File: src/rtl/csr_pkg.sv
package csr_pkg;
   localparam int REG_CNT = 4;
   typedef logic [1:0] reg_idx_t;
   localparam reg_idx_t IDX_CTRL = 2'd0;
   localparam reg_idx_t IDX_STAT = 2'd1;
   localparam reg_idx_t IDX_FLAG = 2'd2;
   localparam reg_idx_t IDX_REQ  = 2'd3;
   localparam logic [1:0] RESP_OKAY   = 2'b00;
   localparam logic [1:0] RESP_SLVERR = 2'b10;

   function automatic logic [31:0] lane_mask(input logic [3:0] s);
      logic [31:0] m;
      for (int b = 0; b < 4; b++) m[b*8 +: 8] = {8{s[b]}};
      return m;
   endfunction
endpackage

File: src/rtl/csr_dff.sv
module csr_dff #(
   parameter int W = 1,
   parameter bit SYNC_RST = 1'b0,
   parameter logic [W-1:0] INIT = '0
) (
   input  logic         clk,
   input  logic         rst_n,
   input  logic         en,
   input  logic [W-1:0] d,
   output logic [W-1:0] q
);
   generate
      if (SYNC_RST) begin : g_sync
         always_ff @(posedge clk) begin
            if (!rst_n)  q <= INIT;
            else if (en) q <= d;
         end
      end else begin : g_async
         always_ff @(posedge clk or negedge rst_n) begin
            if (!rst_n)  q <= INIT;
            else if (en) q <= d;
         end
      end
   endgenerate
endmodule

File: src/rtl/csr_wr_chan.sv
module csr_wr_chan #(
   parameter int IDX_W = 6,
   parameter bit SYNC_RST = 1'b0
) (
   input  logic             clk,
   input  logic             rst_n,
   input  logic             awvalid,
   output logic             awready,
   input  logic [IDX_W-1:0] awidx,
   input  logic             wvalid,
   output logic             wready,
   input  logic [31:0]      wdata,
   input  logic [3:0]       wstrb,
   output logic             bvalid,
   input  logic             bready,
   output logic [1:0]       bresp,
   input  logic             wr_hit_i,
   output logic             wr_go,
   output logic [IDX_W-1:0] wr_idx,
   output logic [31:0]      wr_data,
   output logic [3:0]       wr_strb
);
   import csr_pkg::*;

   logic aw_held, w_held, b_pend;
   logic aw_hs, w_hs;
   logic aw_held_d, w_held_d, b_pend_d;
   logic [1:0] resp_d;

   assign awready = !aw_held && !b_pend;
   assign wready  = !w_held && !b_pend;
   assign aw_hs   = awvalid && awready;
   assign w_hs    = wvalid && wready;
   assign wr_go   = aw_held && w_held && !b_pend;
   assign bvalid  = b_pend;

   assign aw_held_d = wr_go ? 1'b0 : (aw_held || aw_hs);
   assign w_held_d  = wr_go ? 1'b0 : (w_held || w_hs);
   assign b_pend_d  = wr_go || (b_pend && !bready);
   assign resp_d    = wr_hit_i ? RESP_OKAY : RESP_SLVERR;

   csr_dff #(.W(1), .SYNC_RST(SYNC_RST)) u_awh (
      .clk(clk), .rst_n(rst_n), .en(1'b1), .d(aw_held_d), .q(aw_held));
   csr_dff #(.W(1), .SYNC_RST(SYNC_RST)) u_wh (
      .clk(clk), .rst_n(rst_n), .en(1'b1), .d(w_held_d), .q(w_held));
   csr_dff #(.W(1), .SYNC_RST(SYNC_RST)) u_bp (
      .clk(clk), .rst_n(rst_n), .en(1'b1), .d(b_pend_d), .q(b_pend));
   csr_dff #(.W(2), .SYNC_RST(SYNC_RST)) u_br (
      .clk(clk), .rst_n(rst_n), .en(wr_go), .d(resp_d), .q(bresp));
   csr_dff #(.W(IDX_W), .SYNC_RST(SYNC_RST)) u_ad (
      .clk(clk), .rst_n(rst_n), .en(aw_hs), .d(awidx), .q(wr_idx));
   csr_dff #(.W(32), .SYNC_RST(SYNC_RST)) u_wd (
      .clk(clk), .rst_n(rst_n), .en(w_hs), .d(wdata), .q(wr_data));
   csr_dff #(.W(4), .SYNC_RST(SYNC_RST)) u_ws (
      .clk(clk), .rst_n(rst_n), .en(w_hs), .d(wstrb), .q(wr_strb));
endmodule

File: src/rtl/csr_rd_chan.sv
module csr_rd_chan #(
   parameter bit SYNC_RST = 1'b0,
   parameter bit MISS_MARK = 1'b1,
   parameter logic [31:0] MARK_WORD = 32'hDEAD_BEEF
) (
   input  logic        clk,
   input  logic        rst_n,
   input  logic        arvalid,
   output logic        arready,
   output logic        rvalid,
   input  logic        rready,
   output logic [31:0] rdata,
   output logic [1:0]  rresp,
   input  logic        rd_hit_i,
   input  logic [31:0] rd_word_i
);
   import csr_pkg::*;

   logic r_pend, ar_hs, r_pend_d;
   logic [31:0] data_d;
   logic [1:0]  resp_d;

   assign arready  = !r_pend;
   assign ar_hs    = arvalid && arready;
   assign rvalid   = r_pend;
   assign r_pend_d = ar_hs || (r_pend && !rready);

   generate
      if (MISS_MARK) begin : g_mark
         assign data_d = rd_hit_i ? rd_word_i : MARK_WORD;
         assign resp_d = RESP_OKAY;
      end else begin : g_err
         assign data_d = rd_hit_i ? rd_word_i : 32'h0;
         assign resp_d = rd_hit_i ? RESP_OKAY : RESP_SLVERR;
      end
   endgenerate

   csr_dff #(.W(1), .SYNC_RST(SYNC_RST)) u_rp (
      .clk(clk), .rst_n(rst_n), .en(1'b1), .d(r_pend_d), .q(r_pend));
   csr_dff #(.W(32), .SYNC_RST(SYNC_RST)) u_rd (
      .clk(clk), .rst_n(rst_n), .en(ar_hs), .d(data_d), .q(rdata));
   csr_dff #(.W(2), .SYNC_RST(SYNC_RST)) u_rr (
      .clk(clk), .rst_n(rst_n), .en(ar_hs), .d(resp_d), .q(rresp));
endmodule

File: src/rtl/csr_regfile.sv
module csr_regfile #(
   parameter int NFLAG = 8,
   parameter int NREQ = 4,
   parameter bit SYNC_RST = 1'b0,
   parameter bit HAS_STB = 1'b1
) (
   input  logic                clk,
   input  logic                rst_n,
   input  logic                wr_en,
   input  csr_pkg::reg_idx_t   wr_idx,
   input  logic [31:0]         wr_data,
   input  logic [3:0]          wr_strb,
   input  csr_pkg::reg_idx_t   rd_idx,
   output logic [31:0]         rd_word,
   input  logic [31:0]         stat_i,
   input  logic [NFLAG-1:0]    flag_set_i,
   input  logic [NREQ-1:0]     req_ack_i,
   output logic [31:0]         ctrl_o,
   output logic [NFLAG-1:0]    flag_o,
   output logic [NREQ-1:0]     req_o,
   output logic [3:0]          wr_stb_o
);
   import csr_pkg::*;

   logic [31:0]      wmask, wbits;
   logic [NFLAG-1:0] flag_clr, flag_d;
   logic [NREQ-1:0]  req_set, req_d;

   assign wmask = lane_mask(wr_strb);
   assign wbits = wr_data & wmask;

   genvar b;
   generate
      for (b = 0; b < 4; b++) begin : g_ctrl
         csr_dff #(.W(8), .SYNC_RST(SYNC_RST)) u_byte (
            .clk(clk), .rst_n(rst_n),
            .en(wr_en && wr_idx == IDX_CTRL && wr_strb[b]),
            .d(wr_data[b*8 +: 8]), .q(ctrl_o[b*8 +: 8]));
      end
   endgenerate

   assign flag_clr = (wr_en && wr_idx == IDX_FLAG) ? wbits[NFLAG-1:0] : '0;
   assign flag_d   = (flag_o & ~flag_clr) | flag_set_i;
   csr_dff #(.W(NFLAG), .SYNC_RST(SYNC_RST)) u_flag (
      .clk(clk), .rst_n(rst_n), .en(1'b1), .d(flag_d), .q(flag_o));

   assign req_set = (wr_en && wr_idx == IDX_REQ) ? wbits[NREQ-1:0] : '0;
   assign req_d   = (req_o & ~req_ack_i) | req_set;
   csr_dff #(.W(NREQ), .SYNC_RST(SYNC_RST)) u_req (
      .clk(clk), .rst_n(rst_n), .en(1'b1), .d(req_d), .q(req_o));

   genvar i;
   generate
      if (HAS_STB) begin : g_stb
         for (i = 0; i < REG_CNT; i++) begin : g_bit
            assign wr_stb_o[i] = wr_en && (wr_idx == reg_idx_t'(i));
         end
      end else begin : g_nostb
         assign wr_stb_o = '0;
      end
   endgenerate

   always_comb begin
      case (rd_idx)
         IDX_CTRL: rd_word = ctrl_o;
         IDX_STAT: rd_word = stat_i;
         IDX_FLAG: rd_word = 32'(flag_o);
         default:  rd_word = 32'(req_o);
      endcase
   end
endmodule

File: src/rtl/csr_bank.sv
module csr_bank #(
   parameter int ADDR_W = 8,
   parameter int NFLAG = 8,
   parameter int NREQ = 4,
   parameter bit SYNC_RST = 1'b0,
   parameter bit MISS_MARK = 1'b1,
   parameter bit HAS_STB = 1'b1,
   parameter logic [31:0] MARK_WORD = 32'hDEAD_BEEF
) (
   input  logic              clk,
   input  logic              rst_n,
   input  logic              s_awvalid,
   output logic              s_awready,
   input  logic [ADDR_W-1:0] s_awaddr,
   input  logic              s_wvalid,
   output logic              s_wready,
   input  logic [31:0]       s_wdata,
   input  logic [3:0]        s_wstrb,
   output logic              s_bvalid,
   input  logic              s_bready,
   output logic [1:0]        s_bresp,
   input  logic              s_arvalid,
   output logic              s_arready,
   input  logic [ADDR_W-1:0] s_araddr,
   output logic              s_rvalid,
   input  logic              s_rready,
   output logic [31:0]       s_rdata,
   output logic [1:0]        s_rresp,
   output logic [31:0]       ctrl_o,
   input  logic [31:0]       stat_i,
   input  logic [NFLAG-1:0]  flag_set_i,
   output logic [NFLAG-1:0]  flag_o,
   output logic [NREQ-1:0]   req_o,
   input  logic [NREQ-1:0]   req_ack_i,
   output logic [3:0]        wr_stb_o
);
   import csr_pkg::*;

   localparam int IDX_W = ADDR_W - 2;

   generate
      if (ADDR_W < 5 || ADDR_W > 32) begin : g_bad_aw
         $error("csr_bank: ADDR_W must lie in 5..32");
      end
      if (NFLAG < 1 || NFLAG > 32) begin : g_bad_nf
         $error("csr_bank: NFLAG must lie in 1..32");
      end
      if (NREQ < 1 || NREQ > 32) begin : g_bad_nr
         $error("csr_bank: NREQ must lie in 1..32");
      end
   endgenerate

   logic [IDX_W-1:0] wr_idx, rd_idx;
   logic [31:0]      wr_data, rd_word;
   logic [3:0]       wr_strb;
   logic             wr_go, wr_hit, rd_hit;
   logic             unused_lsb;

   assign unused_lsb = ^{s_awaddr[1:0], s_araddr[1:0]};
   assign rd_idx = s_araddr[ADDR_W-1:2];
   assign wr_hit = wr_idx < IDX_W'(REG_CNT);
   assign rd_hit = rd_idx < IDX_W'(REG_CNT);

   csr_wr_chan #(.IDX_W(IDX_W), .SYNC_RST(SYNC_RST)) u_wr (
      .clk(clk), .rst_n(rst_n),
      .awvalid(s_awvalid), .awready(s_awready), .awidx(s_awaddr[ADDR_W-1:2]),
      .wvalid(s_wvalid), .wready(s_wready), .wdata(s_wdata), .wstrb(s_wstrb),
      .bvalid(s_bvalid), .bready(s_bready), .bresp(s_bresp),
      .wr_hit_i(wr_hit), .wr_go(wr_go), .wr_idx(wr_idx),
      .wr_data(wr_data), .wr_strb(wr_strb));

   csr_rd_chan #(.SYNC_RST(SYNC_RST), .MISS_MARK(MISS_MARK), .MARK_WORD(MARK_WORD)) u_rd (
      .clk(clk), .rst_n(rst_n),
      .arvalid(s_arvalid), .arready(s_arready),
      .rvalid(s_rvalid), .rready(s_rready), .rdata(s_rdata), .rresp(s_rresp),
      .rd_hit_i(rd_hit), .rd_word_i(rd_word));

   csr_regfile #(.NFLAG(NFLAG), .NREQ(NREQ), .SYNC_RST(SYNC_RST), .HAS_STB(HAS_STB)) u_rf (
      .clk(clk), .rst_n(rst_n),
      .wr_en(wr_go && wr_hit), .wr_idx(wr_idx[1:0]),
      .wr_data(wr_data), .wr_strb(wr_strb),
      .rd_idx(rd_idx[1:0]), .rd_word(rd_word),
      .stat_i(stat_i), .flag_set_i(flag_set_i), .req_ack_i(req_ack_i),
      .ctrl_o(ctrl_o), .flag_o(flag_o), .req_o(req_o), .wr_stb_o(wr_stb_o));
endmodule

File: config.mk
export PLATFORM = sky130hd
export DESIGN_NAME = csr_bank
export DESIGN_NICKNAME = d
export VERILOG_FILES = /design/src/rtl/csr_pkg.sv /design/src/rtl/csr_dff.sv /design/src/rtl/csr_wr_chan.sv /design/src/rtl/csr_rd_chan.sv /design/src/rtl/csr_regfile.sv /design/src/rtl/csr_bank.sv
export SDC_FILE = /design/constraint.sdc
export NUM_CORES = 1
export LEC_CHECK = 0
export BUFFER_PORTS_ARGS = -buffer_cell sky130_fd_sc_hd__clkbuf_2
export CAP_MARGIN = 20
export CORE_AREA = 2 2 130 132
export CTS_BUF_LIST = sky130_fd_sc_hd__clkbuf_4 sky130_fd_sc_hd__clkbuf_8
export DETAILED_ROUTE_END_ITERATION = 10
export DIE_AREA = 0 0 132 134
export PLACE_DENSITY = 0.67
export RECOVER_POWER = 25
export SYNTH_ARGS = -nofsm -noshare
export SYNTH_HDL_FRONTEND = slang
export SYNTH_HIERARCHICAL = 1
export SYNTH_SLANG_ARGS = --single-unit
export TNS_END_PERCENT = 30
File: constraint.sdc
create_clock -name clk -period 2.1 [get_ports clk]
set_input_delay 0.21 -clock clk [delete_from_list [all_inputs] [get_ports clk]]
set_output_delay 0.21 -clock clk [all_outputs]
set_load 0.02 [all_outputs]
==> metrics.txt, run 1 <==
outcome=complete, no violations; synth unique cells=31; FF/Latch Area=3150 um2; Antenna Cells=0; Worst EP arrival=2.36 ns; TritonCTS clock tree=done; async set-reset flop share out of synthesis=100%; layout cell share with drive strength beyond 1=54.1%; DRC=0; YS warnings=6; Main synth FF type=dfrtp_1; Critical Path Slowest Stage Cell=dfrtp_1; WHS=0.142 ns; clock sinks=126; peak supply drop=730 uV; unrepaired setup endpoints after global routing=true; sequential area share after synthesis=49.2%; max incr delay on CP=0.42 ns; antenna violations before repair=0; Tmin final=2.05 ns; Worst Path Class, Setup=flop to flop; CP Launch Point=u_wr/u_ad/q[2]; crit-path cells=nor4_4, and2_4, nor3b_4, and2_1, buf_12, mux2_4; top post-synthesis cells by area=dfrtp_1, mux2_4, mux2i_1; Slew headroom=9.67%; die height=134 um; DR iter-0 viols=164; fin crit share=97.6%; DP HPWL=10,800 um; worst r2r src=u_wr/u_ad/q[2]; Starting Density=39.4%; PwrDens=972 nW/um2; grt ovf=0; Core Footprint=16,300 um2; Final setup viols=0; LEAKAGE=0.00412 uW; CP max FO=8; port bufs=187; Pre-antenna DRT Iters=4; Clk Latency, worst-skew pair=0.44 ns; Seq cells post-synth=126; area grow syn2layout=31.9%; CTS max path bufs=2; R2R Setup Slk=0.05 ns; total number of vias=4,326; synthesized cell area=6410 um2; DR WL/cell=16.8 um; Multi-input gate area=2960 um2; WL final=15,400 um; clk_skew=0.0132 ns; Worst Tran Pin Value=1.35 ns; placed instance count=844; Synth Area per Inst=14.5 um2; Cell Rows=47; Finished Layout Cells=921; cells after synthesis=441; Post-synth EDFFs=0; share of Yosys cell area claimed by the top area cell type=49.2%; first-pass GRT wire length=24,900 um; GRT Total Usage=17.9%; Crit. End Element=flop; required time of the critical path=2.41 ns; Chip Width=132 um; total CTS buffers=17; crit path launch type=flop; Fmax=488 MHz; hold path start=s_rready; Layout fillers=1,418; I/O pins=192; number of global-route vias before repair=4,633; Final nets=791; CTS root buf=clkbuf_8; Critical path destination=u_rf/g_ctrl[2].u_byte/q[2]; MaxCap Viol Count=0; Worst R2R End=u_rf/g_ctrl[2].u_byte/q[2]; setup TNS=0 ns; Via density=4.70; Worst-path clk slew=0.08 ns; reg2reg path depth=6; full die area=17,700 um2; H-Tree Depth=4; post-route ant nets=0; biggest area consumer among synthesized cells=dfrtp_1; final hold vios=0; gpl congestion=0.818; largest net degree at the start of global routing=54; fin. max-slew vios=0; Worst Hold Class=input port to flop
-- final cells by class --
cell class / count / share of cell area (%)
multi-input cells: 279 / 35.0
repair buffers: 247 / 19.0
well taps: 220 / 3.25
clock inverters: 13 / 1.66
inverters: 17 / 0.754
flip-flops and latches: 126 / 37.3
clock buffers: 19 / 3.02
-- flip-flops by register name, indices dropped and copies added (netlist names) --
name,cells
u_wr/u_bp/q,1
u_wr/u_ad/q,6
u_rf/u_req/q,4
u_wr/u_wd/q,32
u_wr/u_awh/q,1
u_rf/g_ctrl.u_byte/q,32
u_wr/u_wh/q,1
u_rf/u_flag/q,8
u_rd/u_rr/q,2
u_wr/u_ws/q,4
u_rd/u_rd/q,32
u_wr/u_br/q,2
u_rd/u_rp/q,1
-- per-layer routing --
layer | GRT usage (%) | vias up | share of wire [%]
met5 | 0 | - | 0
met2 | 29.7 | 138 | 49
met3 | 5.93 | 17 | 6.2
met4 | 5.80 | 0 | 1.4
met1 | 22.1 | 2147 | 43
li1 | - | 2024 | -
-- synthesized netlist by cell type, types with 2 or more instances --
master,instances
mux2_2,16
o22ai_1,4
and2_1,14
mux2i_1,28
and3b_1,3
conb_1,5
buf_4,2
buf_6,9
nor2_1,34
a31oi_1,4
buf_12,8
o2bb2ai_1,4
a21o_1,2
inv_1,17
a41oi_2,4
mux4_2,4
nand2_1,4
nand2b_1,26
dfrtp_1,126
mux2_4,110
buf_2,7
-- placed cells by master (no fill, tap or decap), types with 5 or more instances in the layout --
cell / netlist / layout
buf_12: 8 / 7
inv_1: 17 / 16
clkbuf_8: 0 / 18
conb_1: 5 / 12
mux2i_1: 28 / 28
nand2b_1: 26 / 26
mux2_4: 110 / 110
buf_6: 9 / 5
nor2_1: 34 / 34
dlygate4sd3_1: 0 / 43
mux2_2: 16 / 16
and2_1: 14 / 13
clkbuf_2: 0 / 182
dfrtp_1: 126 / 126
buf_4: 2 / 9
-- critical path, delay by kind of cell (launching register included) --
kind | cells | cell delay (ns)
and+or+nand+nor | 4 | 1.05
DFF | 1 | 0.42
muxes | 1 | 0.30
buffers and inverters | 1 | 0.16
-- metrics by stage --
| step | cell area, um2 | utilization, % | power [uW] | setup slack (ns) |
|---|---|---|---|---|
| detailed placement | 7590 | 46.6 | 6060 | 0.0785 |
| finish | 8460 | 51.9 | 8220 | 0.0512 |
| global route | 8460 | 51.9 | 8650 | -0.0668 |
| floorplan | 6450 | - | 5410 | 0.00407 |
| global placement | 7590 | 46.6 | 5960 | 0.0914 |
| CTS | 8430 | 51.8 | 8270 | -0.0371 |
-- how the worst min path moves through the flow --
stage | endpoint | slack [ns] | depth (start not counted)
6_report | u_rd/u_rp/q | 0.14 | 3
3_3_place_gp | u_rd/u_rp/q | 0.14 | 1
2_1_floorplan | u_rd/u_rd/q[0] | -0.09 | 0
5_1_grt | u_rd/u_rp/q | 0.11 | 3
4_1_cts | u_rd/u_rp/q | 0.11 | 3
3_5_place_dp | u_rd/u_rd/q[28] | 0.14 | 1
-- timing repair --
| action | CTS | global route |
|---|---|---|
| hold endpoints to repair | 64 | 0 |
| hold buffers | 43 | 0 |
| endpoints found under the setup margin | 3 | 33 |
| buffers inserted | 1 | 1 |
| gates resized for setup | 2 | 15 |
| pin swaps | 2 | 2 |
-- logic make-up (layout without fill, tap and decap cells) --
group	count (synthesis)	in the layout	share of synthesized area, %
mux	158	158	34.3
flops	126	126	49.2
other cells	5	12	0.293
compound gates	20	20	2.77
simple gates	89	89	7.61
buf+inv	43	296	5.85
-- power breakdown --
| group | switching [uW] | total [uW] | leakage (uW) | internal (uW) |
|---|---|---|---|---|
| combinational | 1020 | 2490 | 0.00245 | 1470 |
| sequential | 570 | 3620 | 0.00148 | 3050 |
| clock | 1000 | 2110 | 0.000192 | 1100 |
No activity file was read; power rests on OpenSTA's default activity.
==> inputs of run 2 (changes only) <==
REMOVE_ABC_BUFFERS = 1   (was not set)
clock period = 2.3 ns   (was 2.1 ns; I/O delays follow)
==> run 2 against run 1 <==
Routed wire length fell by 1.7%. Clock skew fell by 0.0062 ns. Die area is the same. Critical path depth is 1 lower. Clock power increased by 2%. Global-route usage grew 0.11 points. Worst setup slack gained 0.13 ns. Sequential cell count is the same. Sequential power down 9.7%. Cell area decreased by 2.0%.
==> metrics.txt, run 2 (synthesized netlist as in run 1, its figures left out) <==
CTS max path bufs=2 (unchanged); Cell Rows=47 (unchanged); number of global-route vias before repair=4,491 (was 4,633); placed instance count=844 (unchanged); Final nets=779 (was 791); Worst Path Class, Setup=flop to output port (was flop to flop); total number of vias=4,262 (was 4,326); WL final=15,200 um (was 15,400 um); Layout fillers=1,450 (was 1,418); first-pass GRT wire length=24,600 um (was 24,900 um); layout cell share with drive strength beyond 1=54.7% (was 54.1%); outcome=complete, no violations (unchanged); required time of the critical path=2.07 ns (was 2.41 ns); unrepaired setup endpoints after global routing=false (was true); Worst-path clk slew=0.07 ns (was 0.08 ns); peak supply drop=560 uV (was 730 uV); commonest cells after routing, fill and taps aside=clkbuf_2, dfrtp_1, mux2_4, nor2_1, dlygate4sd3_1 (was clkbuf_2, dfrtp_1, mux2_4, dlygate4sd3_1, nor2_1); post-route ant nets=0 (unchanged); Crit. End Element=output port (was flop); PwrDens=922 nW/um2 (was 972 nW/um2); Final setup viols=0 (unchanged); clk_skew=0.00698 ns (was 0.0132 ns); largest registers=u_rd/u_rd/q x32, u_rf/g_ctrl.u_byte/q x32, u_wr/u_wd/q x32 (unchanged); Starting Density=39.4% (unchanged); die height=134 um (unchanged); Worst EP arrival=1.89 ns (was 2.36 ns); commonest non-fill, non-tap cell in the layout=clkbuf_2 (unchanged); fin. max-slew vios=0 (unchanged); DP HPWL=10,700 um (was 10,800 um); Worst Hold Class=input port to flop (unchanged); clock sinks=126 (unchanged); Clk Latency, worst-skew pair=0.44 ns (about the same); GRT Total Usage=18.0% (was 17.9%); H-Tree Depth=4 (unchanged); Via density=4.69 (was 4.70); port bufs=187 (unchanged); Finished Layout Cells=909 (was 921); grt ovf=0 (unchanged); Chip Width=132 um (unchanged); TritonCTS clock tree=done (unchanged); antenna violations before repair=0 (unchanged); gpl congestion=0.762 (was 0.818); LEAKAGE=0.00407 uW (was 0.00412 uW); DRC=0 (unchanged); Fmax=472 MHz; largest net degree at the start of global routing=50 (was 54); Tmin final=2.12 ns; CTS root buf=clkbuf_8 (unchanged); crit path launch type=flop (unchanged); final hold vios=0 (unchanged); CP max FO=5 (was 8); Final Core Density=50.9% (was 51.9%); Core Footprint=16,300 um2 (unchanged); full die area=17,700 um2 (unchanged); DR iter-0 viols=143 (was 164); Pre-antenna DRT Iters=4 (unchanged); Slew headroom=37.9% (was 9.67%); MaxCap Viol Count=0 (unchanged); total CTS buffers=17 (unchanged); I/O pins=192 (unchanged); Worst Tran Pin Value=0.932 ns (was 1.35 ns); Antenna Cells=0 (unchanged); DR WL/cell=16.7 um (was 16.8 um); fin crit share=92.1%; area grow syn2layout=29.2% (was 31.9%)
run 2: final cells by class:
type                    instances  area (um2)  share of cell area (%)
repair buffers                235        1410                    17.1
clock buffers                  21         283                    3.41
well taps                     220         275                    3.32
inverters                      17        63.8                   0.770
multi-input cells             279        2940                    35.5
clock inverters                11         163                    1.96
flip-flops and latches        126        3150                    38.0
run 2: path summary, 6_finish.rpt:
kind / start / end / slack [ns] / cells past startpoint
worst max-delay path: u_wr/u_ad/q[3] / wr_stb_o[0] / 0.18 / 5
worst min-delay path: s_wdata[16] / u_wr/u_wd/q[16] / 0.03 / 2
worst max register to register: u_wr/u_ad/q[3] / u_rf/g_ctrl[0].u_byte/q[0] / 0.24 / 7
worst min register to register: u_wr/u_ws/q[3] / u_wr/u_ws/q[3] / 0.50 / 1
max in group asynchronous: rst_n / u_rd/u_rd/q[13] / 0.54 / 3
min in group asynchronous: rst_n / u_rd/u_rd/q[18] / 0.47 / 2
run 2: metal layers:
| layer | vias up | GRT usage (%) | share of wire, % |
|---|---|---|---|
| li1 | 1990 | - | - |
| met1 | 2122 | 23.3 | 45 |
| met2 | 135 | 29.4 | 48 |
| met3 | 15 | 4.95 | 5.6 |
| met4 | 0 | 5.98 | 1.2 |
| met5 | - | 0 | 0 |
run 2: power breakdown:
group / leakage [uW] / total (uW) / switching (uW) / internal (uW)
Sequential: 0.00148 / 3270 / 486 / 2790
Combinational: 0.00237 / 2220 / 924 / 1300
Clock: 0.000221 / 2150 / 881 / 1270
Total: 0.00407 / 7640 / 2290 / 5350
run 2: stage by stage:
| stage | total power, uW | hold slack [ns] | TNS [ns] | setup WS (ns) | instance area [um2] |
|---|---|---|---|---|---|
| finish | 7640 | 0.0331 | 0 | 0.181 | 8290 |
| detailed placement | 5500 | 0.161 | 0 | 0.201 | 7530 |
| global route | 8070 | 0.000157 | 0 | 0.0339 | 8290 |
| global placement | 5400 | 0.149 | 0 | 0.271 | 7530 |
| floorplan | 4820 | -0.0656 | -142.98 | -2.94 | 6130 |
| CTS | 7740 | 0.0000722 | 0 | 0.0133 | 8290 |
run 2: what timing repair did:
item                                   4_1_cts  5_1_grt
endpoints found under the hold margin       64        1
setup endpoints to repair                    0        3
gates resized for setup                      0        3
setup buffers                                0        0
hold buffers                                32        1
run 2: worst max-delay path, cell delays in order (launching register included):
cell and delay [ns]:
dfrtp_1 0.40, nor4_2 0.29, and2_1 0.24, nor3b_2 0.18, buf_4 0.16, clkbuf_2 0.18
